--- config.mk ---
export PLATFORM = sky130hd
export DESIGN_NAME = scrub_engine
export DESIGN_NICKNAME = d
export VERILOG_FILES = /design/src/rtl/scrub_pkg.sv /design/src/rtl/scrub_gap_timer.sv /design/src/rtl/scrub_addr_walker.sv /design/src/rtl/scrub_event_counter.sv /design/src/rtl/scrub_engine.sv
export SDC_FILE = /design/constraint.sdc
export NUM_CORES = 1
export LEC_CHECK = 0
export BUFFER_PORTS_ARGS = -buffer_cell sky130_fd_sc_hd__buf_4
export CORE_MARGIN = 2
export CORE_UTILIZATION = 54
export CTS_CLUSTER_SIZE = 14
export DETAILED_ROUTE_END_ITERATION = 10
export PLACE_DENSITY = 0.86
export SYNTH_ARGS = -nofsm -noshare
export SYNTH_HDL_FRONTEND = slang
export SYNTH_SLANG_ARGS = --single-unit
--- constraint.sdc ---
create_clock -name clk -period 4.6 [get_ports clk]
set_input_delay 0.92 -clock clk [delete_from_list [all_inputs] [get_ports clk]]
set_output_delay 0.92 -clock clk [all_outputs]
set_load 0.1 [all_outputs]
--- src/rtl/scrub_pkg.sv ---
package scrub_pkg;

   typedef enum logic [2:0] {
      SC_IDLE,
      SC_GAP,
      SC_RD_ASK,
      SC_RD_WAIT,
      SC_WB_ASK,
      SC_STEP
   } scrub_state_t;

   localparam logic [1:0] ECC_OK    = 2'b00;
   localparam logic [1:0] ECC_FIXED = 2'b01;

   function automatic logic ecc_is_fatal(input logic [1:0] status);
      return status[1];
   endfunction

endpackage

--- src/rtl/scrub_gap_timer.sv ---
module scrub_gap_timer #(
   parameter int IVL_W = 24
) (
   input  logic             clk,
   input  logic             rst_n,
   input  logic             load,
   input  logic [IVL_W-1:0] load_val,
   input  logic             run,
   output logic             expired
);
   localparam logic [IVL_W-1:0] ONE = IVL_W'(1);

   logic [IVL_W-1:0] remain;

   always_ff @(posedge clk or negedge rst_n) begin
      if (!rst_n)
         remain <= '0;
      else if (load)
         remain <= load_val;
      else if (run && (remain != '0))
         remain <= remain - ONE;
   end

   assign expired = (remain == '0);
endmodule

--- src/rtl/scrub_addr_walker.sv ---
module scrub_addr_walker #(
   parameter int ADDR_W = 16
) (
   input  logic              clk,
   input  logic              rst_n,
   input  logic              restart,
   input  logic              advance,
   input  logic [ADDR_W-1:0] first_addr,
   input  logic [ADDR_W-1:0] last_addr,
   output logic [ADDR_W-1:0] addr,
   output logic              at_last
);
   localparam logic [ADDR_W-1:0] ONE = ADDR_W'(1);

   always_ff @(posedge clk or negedge rst_n) begin
      if (!rst_n)
         addr <= '0;
      else if (restart)
         addr <= first_addr;
      else if (advance)
         addr <= at_last ? first_addr : addr + ONE;
   end

   assign at_last = (addr == last_addr);
endmodule

--- src/rtl/scrub_event_counter.sv ---
module scrub_event_counter #(
   parameter int CNT_W    = 16,
   parameter bit SATURATE = 1'b1
) (
   input  logic             clk,
   input  logic             rst_n,
   input  logic             bump,
   output logic [CNT_W-1:0] count
);
   localparam logic [CNT_W-1:0] ONE = CNT_W'(1);

   logic hold;

   generate
      if (SATURATE) begin : g_sat
         assign hold = &count;
      end else begin : g_wrap
         assign hold = 1'b0;
      end
   endgenerate

   always_ff @(posedge clk or negedge rst_n) begin
      if (!rst_n)
         count <= '0;
      else if (bump && !hold)
         count <= count + ONE;
   end
endmodule

--- src/rtl/scrub_engine.sv ---
module scrub_engine
   import scrub_pkg::*;
#(
   parameter int ADDR_W   = 16,
   parameter int DATA_W   = 64,
   parameter int IVL_W    = 24,
   parameter int CNT_W    = 16,
   parameter bit SATURATE = 1'b1
) (
   input  logic              clk,
   input  logic              rst_n,
   input  logic              cfg_enable,
   input  logic [ADDR_W-1:0] cfg_first_addr,
   input  logic [ADDR_W-1:0] cfg_last_addr,
   input  logic [IVL_W-1:0]  cfg_gap_cycles,
   output logic              arb_req,
   input  logic              arb_gnt,
   output logic              cmd_valid,
   output logic              cmd_write,
   output logic [ADDR_W-1:0] cmd_addr,
   output logic [DATA_W-1:0] cmd_wdata,
   input  logic              rsp_valid,
   input  logic [DATA_W-1:0] rsp_data,
   input  logic [1:0]        rsp_status,
   output logic              pass_done,
   output logic [CNT_W-1:0]  pass_count,
   output logic [CNT_W-1:0]  ue_count,
   output logic [ADDR_W-1:0] ue_addr
);

   generate
      if (ADDR_W < 1 || ADDR_W > 48) begin : g_bad_aw
         $error("scrub_engine: ADDR_W must be 1..48");
      end
      if (DATA_W < 1) begin : g_bad_dw
         $error("scrub_engine: DATA_W must be positive");
      end
      if (IVL_W < 1 || CNT_W < 1) begin : g_bad_cw
         $error("scrub_engine: IVL_W and CNT_W must be positive");
      end
   endgenerate

   scrub_state_t st, st_nx;

   logic              gap_load, gap_expired;
   logic              walk_restart, walk_advance, walk_last;
   logic [ADDR_W-1:0] cur_addr;
   logic [DATA_W-1:0] fix_data;
   logic              resp_here, resp_fixed, resp_fatal;
   logic              pass_bump;

   assign resp_here  = (st == SC_RD_WAIT) && rsp_valid;
   assign resp_fatal = resp_here && ecc_is_fatal(rsp_status);
   assign resp_fixed = resp_here && (rsp_status == ECC_FIXED);

   always_comb begin
      st_nx = st;
      unique case (st)
         SC_IDLE:    if (cfg_enable) st_nx = SC_GAP;
         SC_GAP: begin
            if (!cfg_enable)      st_nx = SC_IDLE;
            else if (gap_expired) st_nx = SC_RD_ASK;
         end
         SC_RD_ASK:  if (arb_gnt) st_nx = SC_RD_WAIT;
         SC_RD_WAIT: begin
            if (resp_here) st_nx = resp_fixed ? SC_WB_ASK : SC_STEP;
         end
         SC_WB_ASK:  if (arb_gnt) st_nx = SC_STEP;
         SC_STEP:    st_nx = cfg_enable ? SC_GAP : SC_IDLE;
         default:    st_nx = SC_IDLE;
      endcase
   end

   always_ff @(posedge clk or negedge rst_n) begin
      if (!rst_n)
         st <= SC_IDLE;
      else
         st <= st_nx;
   end

   assign gap_load     = (st_nx == SC_GAP) && (st != SC_GAP);
   assign walk_restart = (st == SC_IDLE) && cfg_enable;
   assign walk_advance = (st == SC_STEP);
   assign pass_bump    = walk_advance && walk_last;

   scrub_gap_timer #(.IVL_W(IVL_W)) u_gap (
      .clk      (clk),
      .rst_n    (rst_n),
      .load     (gap_load),
      .load_val (cfg_gap_cycles),
      .run      (st == SC_GAP),
      .expired  (gap_expired)
   );

   scrub_addr_walker #(.ADDR_W(ADDR_W)) u_walk (
      .clk        (clk),
      .rst_n      (rst_n),
      .restart    (walk_restart),
      .advance    (walk_advance),
      .first_addr (cfg_first_addr),
      .last_addr  (cfg_last_addr),
      .addr       (cur_addr),
      .at_last    (walk_last)
   );

   scrub_event_counter #(.CNT_W(CNT_W), .SATURATE(SATURATE)) u_pass_cnt (
      .clk   (clk),
      .rst_n (rst_n),
      .bump  (pass_bump),
      .count (pass_count)
   );

   scrub_event_counter #(.CNT_W(CNT_W), .SATURATE(SATURATE)) u_ue_cnt (
      .clk   (clk),
      .rst_n (rst_n),
      .bump  (resp_fatal),
      .count (ue_count)
   );

   always_ff @(posedge clk or negedge rst_n) begin
      if (!rst_n) begin
         fix_data  <= '0;
         ue_addr   <= '0;
         pass_done <= 1'b0;
      end else begin
         pass_done <= pass_bump;
         if (resp_fixed) fix_data <= rsp_data;
         if (resp_fatal) ue_addr  <= cur_addr;
      end
   end

   assign arb_req   = (st == SC_RD_ASK) || (st == SC_WB_ASK);
   assign cmd_valid = arb_req && arb_gnt;
   assign cmd_write = (st == SC_WB_ASK);
   assign cmd_addr  = cur_addr;
   assign cmd_wdata = fix_data;

endmodule

Word level (Yosys, flattened, before mapping)
Cells that the tools add are included.
{"block": "totals", "reg_bits": 156, "inputBits": 127, "output_inout_bits": 132}
{"block": "op_classes", "addsub": 4, "n_eq_ne": 9, "n_mux": 14, "n_reduce_logical": 20}
{"op": "$add A16 B1 Y16 const B", "n": 3}
{"op": "$mux W16", "n": 3}
{"op": "$mux W24", "n": 2}
{"op": "$reduce_and A16 Y1", "n": 2}
{"op": "$logic_not A24 Y1", "n": 1}
{"op": "$reduce_bool A24 Y1", "n": 1}
{"op": "$sub A24 B1 Y24 const B", "n": 1}
{"op": "$mux W3", "n": 6}
{"op": "$pmux W3 S6", "n": 1}
{"op": "$eq A16 B16 Y1", "n": 1}
{"op": "$logic_and A1 B1 Y1", "n": 10}
{"op": "$eq A3 B1 Y1 const B", "n": 2}
{"op": "$eq A3 B2 Y1 const B", "n": 2}
{"op": "$eq A3 B3 Y1 const B", "n": 2}
{"op": "$reduce_bool A2 Y1", "n": 2}
{"op": "$logic_not A3 Y1", "n": 1}
{"op": "$ne A3 B1 Y1 const B", "n": 1}
{"op": "$eq A2 B1 Y1 const B", "n": 1}
{"op": "$logic_not A1 Y1", "n": 2}
{"op": "$mux W1", "n": 2}
{"op": "$logic_or A1 B1 Y1", "n": 1}

Depth between registers and ports, before layout
{"block": "logic_depth", "depth_word": 9, "mapped_depth": 9, "ltp_nobuf": 8}

Hierarchy
A second synthesis with hierarchy kept.
{"block": "unflattened", "cells_unflattened": 678, "hier_area_um2": 7817.5}
{"module": "scrub_engine", "n_inst": 1, "cells_per_inst": 203, "area_each_um2": 3298.2, "seq_area_each_um2": 2102.0}
{"module": "scrub_event_counter", "n_inst": 2, "cells_per_inst": 75, "area_each_um2": 840.8, "seq_area_each_um2": 400.4}
{"module": "scrub_gap_timer", "n_inst": 1, "cells_per_inst": 168, "area_each_um2": 1492.7, "seq_area_each_um2": 600.6}
{"module": "scrub_addr_walker", "n_inst": 1, "cells_per_inst": 157, "area_each_um2": 1345.0, "seq_area_each_um2": 400.4}

Worst setup path after synthesis
Ideal clock, no wire load.
{"block": "synth_path", "path_kind": "reg2out", "start": "register st[1]", "end": "output cmd_valid", "t_arrival_ps": 2922, "required_ps": 3680, "slack_ps": 758, "stages_incl_launch_ff": 5, "path_buffers": 1, "cell_sequence": "dfrtp_1 clkbuf_1 xnor2_1 nor2_1 and2_1"}
{"block": "synth_via", "elab_chain_cells": 3}
{"element": "start, declared", "line": "scrub_engine.sv:43", "text": "scrub_state_t st, st_nx;"}
{"element": "start signal, assigned", "line": "scrub_engine.sv:78", "text": "st <= st_nx;"}
{"element": "$eq A3 B2 Y1 or $eq A3 B3 Y1 (tied branches)", "line": "scrub_engine.sv:132", "text": "assign arb_req = (st == SC_RD_ASK) || (st == SC_WB_ASK);"}
{"element": "$logic_or A1 B1 Y1 (*)", "line": "scrub_engine.sv:132"}
{"element": "via arb_req", "line": "scrub_engine.sv:16", "text": "output logic arb_req,"}
{"element": "$logic_and A1 B1 Y1 (*)", "line": "scrub_engine.sv:133", "text": "assign cmd_valid = arb_req && arb_gnt;"}
{"element": "end, declared", "line": "scrub_engine.sv:18", "text": "output logic cmd_valid,"}
Mark *: on every way through the listed nets, which the timed path passes. The rest lies on a longest branch.

Worst setup path after layout
{"block": "layout_path", "start": "input rsp_valid", "end": "register u_ue_cnt.count[14]"}
{"block": "layout_via", "elab_chain_cells": 3}
{"element": "start, declared", "line": "scrub_engine.sv:22", "text": "input logic rsp_valid,"}
{"element": "$logic_and A1 B1 Y1", "line": "scrub_engine.sv:52", "text": "assign resp_here = (st == SC_RD_WAIT) && rsp_valid;"}
{"element": "$logic_and A1 B1 Y1", "line": "scrub_engine.sv:53", "text": "assign resp_fatal = resp_here && ecc_is_fatal(rsp_status);"}
{"element": "$logic_and A1 B1 Y1", "line": "scrub_event_counter.sv:25", "text": "else if (bump && !hold)"}
{"element": "end signal, assigned", "line": "scrub_event_counter.sv:26", "text": "count <= count + ONE;"}
{"element": "end, declared", "line": "scrub_event_counter.sv:8", "text": "output logic [CNT_W-1:0] count"}
No other way between the ends.
A chain may end at the register's enable or synchronous reset.

==> results.md <==
- The flow ran to the end, and the final reports show no timing, DRC or antenna violations.
- The die extent in x is 120 um.
- For the final database, setup skew stands at between 0.006 and 0.007 ns.
- The via count of the first global-routing pass is ~6,000.
- The slew at the pin closest to its max-slew limit is 1.09 ns.
- The number of buffers on the longest clock path is 2.
- The critical path arrival is 3.11 ns.
- The number of buffers added by the clock tree synthesis step is 17.
- The placement row count is 42.
- The family with the most delay on the worst path is simple AND/OR/NAND/NOR gates.
- In this run the power density over the cells is 422 mW/mm2.
- The critical path buffer and inverter count is 1.
- The number of pins exceeding their max-slew limit in the final report is 0.
- The ratio of final minimum period to clock period is ~61%.
- In this run the static leakage power is 0.00505 uW.
- The startpoint class of the critical path is an input pin.
- The initial antenna violation count is 0.
- The average instance in the mapped netlist occupies around 11 um2.
- The proportion of netlist area held by the largest area contributor is 53.5%.
- The share of flip-flops with an asynchronous set or reset is 100%.
- Clock-pin slew was measured on the worst setup and hold paths at 0.06 ns.
- Compared with the post-synthesis result, the final layout area differs by 36.6%.
- Counting the fill cells in the layout gives 941.
- The starting density of the core is a little under three fifths.
- The post-route setup TNS is 0 ns.
- The synthesized design spends more area on one cell type than any other, namely sky130_fd_sc_hd__dfrtp_1.
- In this run the tool buffered the top-level ports with ~260 buffer cells.
- The sequential share of the synthesized area is between 50% and 60%.
- During I/O placement, the number of pins put on the boundary was roughly 260.
- In the post-synthesis netlist, the biggest area contributors are sky130_fd_sc_hd__dfrtp_1 54%, sky130_fd_sc_hd__mux2_2 10%, sky130_fd_sc_hd__nand2_1 5.3%, sky130_fd_sc_hd__xor2_1 3.2%, sky130_fd_sc_hd__xnor2_1 2.9%.
- The number of nets in the finished design is between 1,000 and 1,500.
- The relative slew slack is between 20% and 30%.
- Once placement completed, the tool counted placed cells totaling between 1,000 and 1,500.
- The quantity of hold-fixing buffers added after cts is 0.
- Wires add up to ~19 mm.
- The detailed router placed between 6,000 and 7,000 vias in this run.
- The start-to-end type of the worst setup path is input pin to flip-flop.
- The finished layout holds around 1,100 standard cells, fillers aside.
- For this run, the slowest stage of the critical path takes ~0.73 ns.
- The number of buffers inserted by post-CTS setup repair is 0.
- The flop and latch count out of synthesis is approximately 160.
- The number of hold violations in the final report came to 0.
- After global routing the overflow that remains totals 0.
- In this run the number of H-tree levels came out at 4.
- Summed over all nets, the half-perimeter wirelength after detailed placement is roughly 13 mm.
- The cell repeated most along the worst path is sky130_fd_sc_hd__nand2_1.
- Setup violations remaining at the end of the flow were counted as 0.
- The maximum number of pins on one net before global-route repair is 97.
- Traced cell by cell, the critical path runs through buf_4 > nand2_1 > nor3b_1 > nand2_1 > nor3_1 > nand3_1 > xnor2_1.
- The height of the die is about 120 um.
- The count of cells resized by post-cts repair is 0.
- Global routing used between 20% and 30% of the available tracks.
- In this run the remaining antenna-violating nets after routing total 0.
- The summed instance area of the synthesized netlist is around 0.0073 mm2.
- The number of instances in the synthesized netlist is 664.
- The latest clock arrival within the worst-skew pair is approximately 0.42 ns.
- The final weighted congestion in routability-driven placement is between 0.8 and 0.9.
- Setup repair after global routing left no endpoint under its margin.
- The clock net in this run drives a total of around 160 sinks.
- The routed design could run at a clock period as short as 2.81 ns.
- Static timing analysis puts the maximum clock frequency at about 0.36 GHz.
- The number of remaining DRC errors is 0.
- In the final routed layout, each cell accounts on average for ~17 um.
- At the worst endpoint, the required time is 4.90 ns.
- The total of warnings raised by yosys is 0.
- Using the TritonRoute via totals, the vias-per-cell ratio works out to 5.53.
- VDD sags by at most between 0.0004 and 0.0005 V.
- The maximum fanout encountered on the critical timing path is 20.
- The number of distinct library cells after synthesis is 56.
- The die covers 0.0144 mm2.
- The max-cap check violation count is 0.
- The first global-routing pass estimated around 30 mm of wire.
- The cell at the slowest stage of the critical path is sky130_fd_sc_hd__nor3_1.
- Of the cells placed in the final design, the portion with a size suffix greater than 1 is 40.0%.
- The number of flops mapped to enable cells by yosys is 0.
- The top flip-flop cell by instance count after synthesis is sky130_fd_sc_hd__dfrtp_1.
- When the netlist entered floorplanning its net count stood at between 700 and 800.
- The tree is rooted in a sky130_fd_sc_hd__clkbuf_16.
- The antenna cell count is 0.
- The worst hold path belongs to the class flip-flop to flip-flop.
- The worst setup path is captured at a flip-flop.
- For this block, the initial DRC count from the detailed router was ~410.
- The number of detailed-routing iterations run before antenna repair is 5.
- The region available for standard cell placement spans ~0.013 mm2.
- The CTS tree is built.
metrics by stage:
| stage | util, % | setup slack (ns) | hold slack [ns] | power, uW | area (um2) |
|---|---|---|---|---|---|
| finish | 75.5 | 1.79 | 0.479 | 4200 | 9960 |
| CTS | 75.5 | 1.79 | 0.486 | 4210 | 9960 |
| detailed placement | 70.7 | 1.38 | 0.469 | 2750 | 9330 |
| global placement | 70.7 | 1.40 | 0.460 | 2730 | 9330 |
| floorplan | - | 0.758 | 0.478 | 2430 | 7290 |
| global route | 75.5 | 1.55 | 0.510 | 4370 | 9960 |
power breakdown:
part	switching [uW]	internal (uW)	leakage (uW)
sequential	201	1490	0.00208
combinational	720	330	0.00265
clock	529	930	0.000309
total	1450	2750	0.00505
layer usage:
layer	vias up	share of wire (%)	global-route usage [%]
li1	2862	-	-
met1	2974	40	33.2
met2	227	51	44.3
met3	42	6.6	6.93
met4	0	2.5	9.12
met5	-	0	0
sequential cells by signal (all words and copies together), names as in the netlist:
signal / flops
cmd_wdata: 64
u_gap.remain: 24
u_pass_cnt.count: 16
u_ue_cnt.count: 16
u_walk.addr: 16
ue_addr: 16
st: 3
pass_done: 1
cells in the final DEF, fill, tap and decap left out, drive strengths merged, types with 3 or more instances in the layout:
master | Yosys | routed
nand3 | 31 | 31
o311ai | 8 | 8
xnor2 | 24 | 24
clkbuf | 14 | 28
xor2 | 27 | 27
and3 | 14 | 14
nand2 | 103 | 103
ha | 4 | 4
nor4 | 12 | 12
a21oi | 18 | 18
o21a | 3 | 3
nor2 | 30 | 30
a21o | 3 | 3
buf | 18 | 263
a31oi | 6 | 6
o21ai | 14 | 14
and2 | 6 | 6
a2bb2oi | 7 | 7
inv | 6 | 6
mux2 | 66 | 66
and4 | 3 | 3
a311o | 3 | 3
or2 | 4 | 4
o211ai | 10 | 10
nand4 | 13 | 13
nor3 | 16 | 16
dfrtp | 156 | 156
mux2i | 13 | 13
or4 | 7 | 7
or3 | 4 | 4
o22ai | 3 | 3
final cells by class:
type,count,area (um2),share of cell area [%]
sequential,156,3900,39.2
multi-input combinational,470,3210,32.2
timing repair buffer,263,1980,19.9
clock buffer,28,557,5.59
tap,176,220,2.21
clock inverter,4,72.6,0.729
inverter,6,22.5,0.226
worst register-to-register path, stage by stage (launching register included):
cell,delay (ns)
sky130_fd_sc_hd__dfrtp_1,0.58
sky130_fd_sc_hd__nor3b_1,0.44
sky130_fd_sc_hd__nand2_1,0.54
sky130_fd_sc_hd__nor3_1,0.73
sky130_fd_sc_hd__nand3_1,0.20
sky130_fd_sc_hd__xnor2_1,0.16
synth_stat cells, types with 2 or more instances:
cell type / n
sky130_fd_sc_hd__o21a_1: 3
sky130_fd_sc_hd__and4_1: 3
sky130_fd_sc_hd__nand4_1: 13
sky130_fd_sc_hd__nand3_1: 31
sky130_fd_sc_hd__ha_1: 4
sky130_fd_sc_hd__a21oi_1: 18
sky130_fd_sc_hd__o311ai_0: 8
sky130_fd_sc_hd__o22ai_1: 3
sky130_fd_sc_hd__a311o_1: 3
sky130_fd_sc_hd__o211ai_1: 10
sky130_fd_sc_hd__or4_1: 6
sky130_fd_sc_hd__nor3_1: 16
sky130_fd_sc_hd__buf_4: 2
sky130_fd_sc_hd__buf_6: 2
sky130_fd_sc_hd__a2bb2oi_1: 7
sky130_fd_sc_hd__xor2_1: 27
sky130_fd_sc_hd__and3_1: 14
sky130_fd_sc_hd__and2_1: 4
sky130_fd_sc_hd__mux2i_1: 13
sky130_fd_sc_hd__xnor2_1: 24
sky130_fd_sc_hd__inv_1: 6
sky130_fd_sc_hd__buf_2: 13
sky130_fd_sc_hd__nor3b_1: 2
sky130_fd_sc_hd__dfrtp_1: 156
sky130_fd_sc_hd__o21ai_0: 13
sky130_fd_sc_hd__nand2b_1: 2
sky130_fd_sc_hd__nor4_1: 10
sky130_fd_sc_hd__or2_2: 4
sky130_fd_sc_hd__a21o_1: 3
sky130_fd_sc_hd__mux2_2: 66
sky130_fd_sc_hd__a31oi_1: 6
sky130_fd_sc_hd__nand2_1: 103
sky130_fd_sc_hd__or3_1: 4
sky130_fd_sc_hd__nor2_1: 29
sky130_fd_sc_hd__nand3b_1: 2
sky130_fd_sc_hd__and2_0: 2
sky130_fd_sc_hd__clkbuf_1: 13
kinds of logic (layout without fill, tap and decap cells):
group	count (synthesis)	after routing	synth area share, %
AND/OR/NAND/NOR	253	253	17.2
adder cells (fa/ha/maj)	4	4	0.686
XOR/XNOR	51	51	6.13
AO/OA/AOI/OAI	83	83	8.00
buffers and inverters	38	301	2.50
multiplexers	79	79	12.0
flip-flops	156	156	53.5
final timing paths:
kind | to | cells past startpoint | from | slack [ns]
setup / recovery | u_ue_cnt.count[14]$_DFFE_PN0P_ | 7 | rsp_valid | 1.79
hold / removal | ue_addr[9]$_DFFE_PN0P_ | 2 | ue_addr[9]$_DFFE_PN0P_ | 0.48
setup reg to reg | u_ue_cnt.count[14]$_DFFE_PN0P_ | 5 | st[1]$_DFF_PN0_ | 1.83
hold reg to reg | ue_addr[9]$_DFFE_PN0P_ | 2 | ue_addr[9]$_DFFE_PN0P_ | 0.48
max in group asynchronous | ue_addr[7]$_DFFE_PN0P_ | 2 | rst_n | 3.07
min in group asynchronous | u_walk.addr[5]$_DFFE_PN0P_ | 1 | rst_n | 0.59
Note: power is estimated with default switching activity, not from simulation.
